==> src/rtl/fseq_pkg.sv <==
package fseq_pkg;
  // Control to datapath PC update strobes
  typedef struct packed {
    logic advance;   // pc <= pc + step
    logic jumpEx;    // pc <= target from execute
    logic jumpSaved; // pc <= stored target
    logic capture;   // store execute target for later
  } fseqStrobes_t;
endpackage

==> src/rtl/fseq_ctrl.sv <==
module fseq_ctrl
  import fseq_pkg::*;
(
  input  logic         clk,
  input  logic         rstN,
  input  logic         exBranch,
  input  logic         exTaken,
  input  logic         memReq,
  output fseqStrobes_t strobes,
  output logic         fetchEn,
  output logic         slotFlag
);
  logic exValid;    // previous cycle issued a fetch
  logic memPhase;   // a load/store occupies memory phase now
  logic exInSlot;   // instruction in execute was a delay slot
  logic slotOwed;   // branch executed during stall, slot not yet fetched
  logic owedTaken;  // outcome of that branch

  logic branchNow, memNow, slotNow, takenEff;

  always_comb begin
    branchNow = exValid && exBranch && !exInSlot;
    memNow    = exValid && memReq;
    fetchEn   = !memPhase;
    slotNow   = branchNow || slotOwed;
    takenEff  = branchNow ? exTaken : owedTaken;
    slotFlag  = fetchEn && slotNow;

    strobes.jumpEx    = fetchEn && branchNow && exTaken;
    strobes.jumpSaved = fetchEn && slotOwed && owedTaken;
    strobes.advance   = fetchEn && !(slotNow && takenEff);
    strobes.capture   = branchNow && !fetchEn;
  end

  always_ff @(posedge clk) begin
    if (!rstN) begin
      exValid   <= 1'b0;
      memPhase  <= 1'b0;
      exInSlot  <= 1'b0;
      slotOwed  <= 1'b0;
      owedTaken <= 1'b0;
    end else begin
      exValid  <= fetchEn;
      memPhase <= memNow;
      exInSlot <= slotFlag;
      slotOwed <= slotNow && !fetchEn;
      if (branchNow) owedTaken <= exTaken;
    end
  end
endmodule

==> src/rtl/fseq_dp.sv <==
module fseq_dp
  import fseq_pkg::*;
#(
  parameter int ADDR_W   = 32,
  parameter int STEP     = 1,
  parameter logic [ADDR_W-1:0] RESET_PC = '0
) (
  input  logic              clk,
  input  logic              rstN,
  input  fseqStrobes_t      strobes,
  input  logic [ADDR_W-1:0] exTarget,
  output logic [ADDR_W-1:0] pc
);
  localparam logic [ADDR_W-1:0] StepVal = ADDR_W'(STEP);

  logic [ADDR_W-1:0] savedTgt;
  logic [ADDR_W-1:0] pcNext;

  always_comb begin
    if (strobes.jumpEx)         pcNext = exTarget;
    else if (strobes.jumpSaved) pcNext = savedTgt;
    else if (strobes.advance)   pcNext = pc + StepVal;
    else                        pcNext = pc;
  end

  always_ff @(posedge clk) begin
    if (!rstN) begin
      pc       <= RESET_PC;
      savedTgt <= '0;
    end else begin
      pc <= pcNext;
      if (strobes.capture) savedTgt <= exTarget;
    end
  end
endmodule

==> src/rtl/fetch_seq.sv <==
module fetch_seq #(
  parameter int ADDR_W = 32
) (
  input  logic              clk,
  input  logic              rstN,
  input  logic              exBranch,
  input  logic              exTaken,
  input  logic [ADDR_W-1:0] exTarget,
  input  logic              memReq,
  output logic [ADDR_W-1:0] fetchAddr,
  output logic              fetchValid,
  output logic              fetchDelaySlot
);
  import fseq_pkg::*;

  fseqStrobes_t strobes;

  fseq_ctrl u_ctrl (
    .clk      (clk),
    .rstN     (rstN),
    .exBranch (exBranch),
    .exTaken  (exTaken),
    .memReq   (memReq),
    .strobes  (strobes),
    .fetchEn  (fetchValid),
    .slotFlag (fetchDelaySlot)
  );

  fseq_dp #(.ADDR_W(ADDR_W), .STEP(1), .RESET_PC('0)) u_dp (
    .clk      (clk),
    .rstN     (rstN),
    .strobes  (strobes),
    .exTarget (exTarget),
    .pc       (fetchAddr)
  );
endmodule

==> config.mk <==
export PLATFORM = sky130hd
export DESIGN_NAME = fetch_seq
export DESIGN_NICKNAME = d
export VERILOG_FILES = /design/src/rtl/fseq_pkg.sv /design/src/rtl/fseq_ctrl.sv /design/src/rtl/fseq_dp.sv /design/src/rtl/fetch_seq.sv
export SDC_FILE = /design/constraint.sdc
export NUM_CORES = 1
export LEC_CHECK = 0
export BUFFER_PORTS_ARGS = -buffer_cell sky130_fd_sc_hd__buf_2
export CAP_MARGIN = 20
export CELL_PAD_IN_SITES_DETAIL_PLACEMENT = 1
export CELL_PAD_IN_SITES_GLOBAL_PLACEMENT = 1
export CORE_MARGIN = 2
export CORE_UTILIZATION = 40
export DETAILED_ROUTE_END_ITERATION = 12
export GPL_TIMING_DRIVEN = 0
export PLACE_DENSITY_LB_ADDON = 0.1
export SLEW_MARGIN = 20
export SYNTH_ARGS = -nofsm -noshare
export SYNTH_HDL_FRONTEND = slang
export SYNTH_HIERARCHICAL = 1
export SYNTH_SLANG_ARGS = --single-unit
==> constraint.sdc <==
create_clock -name clk -period 4.1 [get_ports clk]
set_input_delay 0.41 -clock clk [delete_from_list [all_inputs] [get_ports clk]]
set_output_delay 0.41 -clock clk [all_outputs]
set_load 0.03 [all_outputs]
==> impl_summary.md <==
Power and ir drop
The sequential share of power is 48.1%. The maximum resistive drop on vdd is 0.132 mV. Summed over all cells, the static leakage comes to 1.71 nW. Summed over all nets, the switching power comes to 471 uW. Power spread over the standard cell area amounts to 331 nW/um^2. Net switching is 30.7% of the power. The proportion of power drawn by the clock network is 36.5%. Per report_power, the combinational group accounts for 15.3% of the total. The design draws 1.54 mW. The internal power summed over all cells is 1.06 mW.

GRT
The via count of the first global-routing pass was 4001. The total overflow left after global routing is 0. The all-layer global routing usage is 27.8%. The first global-routing pass estimated 22000 microns of wire. The largest net degree at the start of global routing is 12. The initial antenna violation count is 0.

STA
The worst path meets setup with 1050 ps of slack. The number of slew-limit violations in the final report was 0. After routing, the total negative slack on setup checks comes to 0 ps. Based on the critical path, the design can be clocked at up to 328 MHz. Measured against its own limit, the worst slew margin works out to 43.9%. For the pin with the worst max-slew slack, the measured transition is 835 ps. For the finished layout, the period the worst path requires is 3050 ps. The worst clock skew is 8.78 ps. The number of hold-slack violations in the final timing report came to 0. The share of the clock period used by the worst path is 74.4%. The final-layout worst hold slack is 288 ps.

Setup violations remaining at the end of the flow were counted as 0. Setup repair after global routing left no endpoint under its margin.

Detailed routing
The detailed-route wire length per cell is 20.5 microns. The total number of vias is 4034. The first detailed-routing pass ran for 4 iterations. After the first detailed-routing iteration, the DRC count stood at 248.

The remaining antenna violation count is 0. The post-detailed-routing wire length is 14100 microns. After detailed routing, the number of remaining DRC violations is 0. The average via count per standard cell is 5.88.

Yosys
For this run, the number of Yosys warnings is 6. The synthesized design spends more area on one cell type than any other, namely sky130_fd_sc_hd__dfxtp_1. The synthesized design contains 0 enable-type register cells. Summing the sequential cell areas from Yosys gives 35.3% of the chip area.

Sorting the synthesized cells by area gives the leading types as sky130_fd_sc_hd__dfxtp_1 35%, sky130_fd_sc_hd__mux2i_1 9.2%, sky130_fd_sc_hd__nor2b_1 5.8%, sky130_fd_sc_hd__nand2_1 3.9%, sky130_fd_sc_hd__o211ai_1 3.5%. The library cell with the highest instance count after synthesis is sky130_fd_sc_hd__dfxtp_1. The commonest cells after synthesis are 69 x sky130_fd_sc_hd__dfxtp_1, 41 x sky130_fd_sc_hd__nand2_1, 36 x sky130_fd_sc_hd__mux2i_1, 36 x sky130_fd_sc_hd__nor2b_1, 26 x sky130_fd_sc_hd__clkbuf_1.

The distinct cell type count after synthesis is 60. The most common flop cell mapped by yosys is sky130_fd_sc_hd__dfxtp_1. The number of nets produced by synthesis is 505. The number of synthesized register bits is 69. Summing every instance area after synthesis gives 3920 sq um. The share of Yosys cell area claimed by the top area cell type is 35.3%. The share of synthesized registers carrying an async set or reset is 0%. After technology mapping, the gate count stands at 467.

The synthesized area divided by synthesized cell count is 8.38 sq um.

Floorplan
The die width is 103 microns. The overall die area is 10600 sq um. The top-level port count is 71. The initialized floorplan defines 36 standard-cell rows. The starting utilization of the core area is 40.6%. The core region is 9640 sq um. The floorplan step set the die height to 103 microns.

Cells and area
The relative area change from synthesis to final layout is 18.3%. The layout has 1220 filler cells. The post-route cell area is 4630 sq um.

After the last flow step, the layout net total stands at 586. The antenna diode count is 0. At the end of the flow the core is filled with cells to 48.1%.

The area of all sequential standard cells is 1380 sq um. The multi-input combinational cells in the finished layout cover a total of 2340 sq um. The finished layout holds 686 standard cells, fillers aside. The share of final-layout standard cells stronger than drive strength 1 is 17.5%.

Clock tree
The count of buffers added by post-CTS timing repair for setup is 0. The source-to-sink clock delay at the later pin of the worst-skew pair is 360 ps. The clock sink total is 69.

The post-cts hold buffer count is 0. The TritonCTS clock tree is built. The clock slew at the register clock pins of the worst setup and hold paths is 80 ps.

The H-tree depth reported by CTS is 3. The clock passes through at most 2 buffers. The number of resized instances in the post-cts repair step is 0. In this run the clock root is driven by a sky130_fd_sc_hd__clkbuf_8. The number of buffers added by the clock tree synthesis step is 9.

Worst setup path
The signal on the critical path passes through nand3b_4 -> a311oi_2 -> clkbuf_1 -> nor4bb_1 -> clkbuf_1 -> clkbuf_1 -> nand4_1 -> o211ai_1. The worst setup path is launched from a flip-flop. Measured in cells, the most critical reg-to-reg path has a length of 8. The largest fanout of any net on the critical path is 10. On the critical path, the stage with the largest delay is an instance of sky130_fd_sc_hd__clkbuf_1. The worst setup path startpoint is u_ctrl/exValid.

The end of the worst register-to-register path is u_dp/pc[23]. STA classifies the critical path endpoint as a flip-flop. The path type of the worst setup path is reg2reg. For this run, the slowest stage of the critical path takes 530 ps. The most critical setup path has its endpoint at u_dp/pc[23]. The arrival time of the worst setup path is 3330 ps.

The most common cell type on the critical path is sky130_fd_sc_hd__clkbuf_1. The register-to-register setup slack is 1050 ps. At the worst endpoint, the required time is 4380 ps. The critical register-to-register path startpoint is u_ctrl/exValid.

Placed design
The worst slack at placement is 866 ps. The number of input and output port buffers inserted is 70. After detailed placement, the total cell area comes to 4430 sq um. The congestion estimate from routability-driven global placement came to 0.893. After detailed placement, the design holds a cell count of 670. The HPWL after detailed placement is 10100 microns.

Flow run
Max-cap violations in this run came to 0.

Run status
The run finished with clean final reports.

Hold path
The type of the most critical hold path is in2reg.
## layer usage
layer  GRT usage, %  vias up  part of all wire, %
li1               -     1897                    -
met1           38.0     1975                   45
met2           44.0      134                   47
met3           4.14       28                  6.2
met4           11.6        0                  2.5
met5              0        -                    0
## cells in the final DEF (no fill, tap or decap), types with 6 or more instances in the layout
master	netlist	routed
sky130_fd_sc_hd__a211o_1	6	6
sky130_fd_sc_hd__a21oi_1	12	12
sky130_fd_sc_hd__a31oi_1	6	6
sky130_fd_sc_hd__and3_1	8	8
sky130_fd_sc_hd__buf_1	8	8
sky130_fd_sc_hd__buf_2	0	70
sky130_fd_sc_hd__clkbuf_1	26	26
sky130_fd_sc_hd__clkbuf_8	0	13
sky130_fd_sc_hd__dfxtp_1	69	69
sky130_fd_sc_hd__inv_1	16	16
sky130_fd_sc_hd__mux2i_1	36	36
sky130_fd_sc_hd__nand2_1	41	41
sky130_fd_sc_hd__nand2b_1	6	6
sky130_fd_sc_hd__nand3_1	23	23
sky130_fd_sc_hd__nand4_1	17	17
sky130_fd_sc_hd__nor2_1	19	19
sky130_fd_sc_hd__nor2b_1	36	36
sky130_fd_sc_hd__nor3_1	14	13
sky130_fd_sc_hd__nor3b_1	6	6
sky130_fd_sc_hd__nor4_1	9	9
sky130_fd_sc_hd__o211ai_1	18	18
sky130_fd_sc_hd__o21ai_0	14	14
sky130_fd_sc_hd__o311ai_0	9	9
## flip-flops by register name (all words and copies together), names as in the netlist
register and cells:
u_ctrl/exInSlot 1, u_ctrl/exValid 1, u_ctrl/memPhase 1, u_ctrl/owedTaken 1
u_ctrl/slotOwed 1, u_dp/pc 32, u_dp/savedTgt 32
## worst max-delay path, delay by kind of cell, from the launching register on
family | cells | cell delay, ps
DFF | 1 | 390
AOI/OAI and AO/OA | 2 | 500
and+or+nand+nor | 3 | 640
buffers and inverters | 3 | 1430
## area by class of cell
type,instances,share of cell area [%]
buffer,35,3.00
inverter,17,1.38
sequential,69,29.8
clock buffer,13,3.86
clock inverter,3,0.378
multi-input combinational,346,50.4
tap,133,3.59
timing repair buffer,70,7.56
## worst min path at each step
| stage | slack [ps] | start | endpoint | cells after the start |
|---|---|---|---|---|
| 3_5_place_dp | 500 | u_dp/savedTgt[2] | u_dp/savedTgt[2] | 2 |
| 2_1_floorplan | 460 | u_ctrl/memPhase | u_ctrl/slotOwed | 2 |
| 3_3_place_gp | 490 | u_dp/savedTgt[2] | u_dp/savedTgt[2] | 2 |
| 5_1_grt | 280 | memReq | u_ctrl/memPhase | 2 |
| 4_1_cts | 280 | exTarget[7] | u_dp/pc[7] | 3 |
| 6_report | 290 | exTarget[7] | u_dp/pc[7] | 3 |
## power groups by stage
stage	clock network, mW	registers, mW	logic, mW
global route	0.602	0.744	0.258
detailed placement	0	0.754	0.235
floorplan	0	0.785	0.106
global placement	0	0.753	0.230
finish	0.561	0.739	0.236
CTS	0.572	0.739	0.236
## cells by family after synthesis
kind of cell	synth area share, %
buffers and inverters	5.18
adder cells (fa/ha/maj)	0.320
AO/OA/AOI/OAI	18.2
XOR/XNOR	2.01
multiplexers	9.20
AND/OR/NAND/NOR	29.8
flip-flops	35.3
Power figures use the tool's default switching activity.
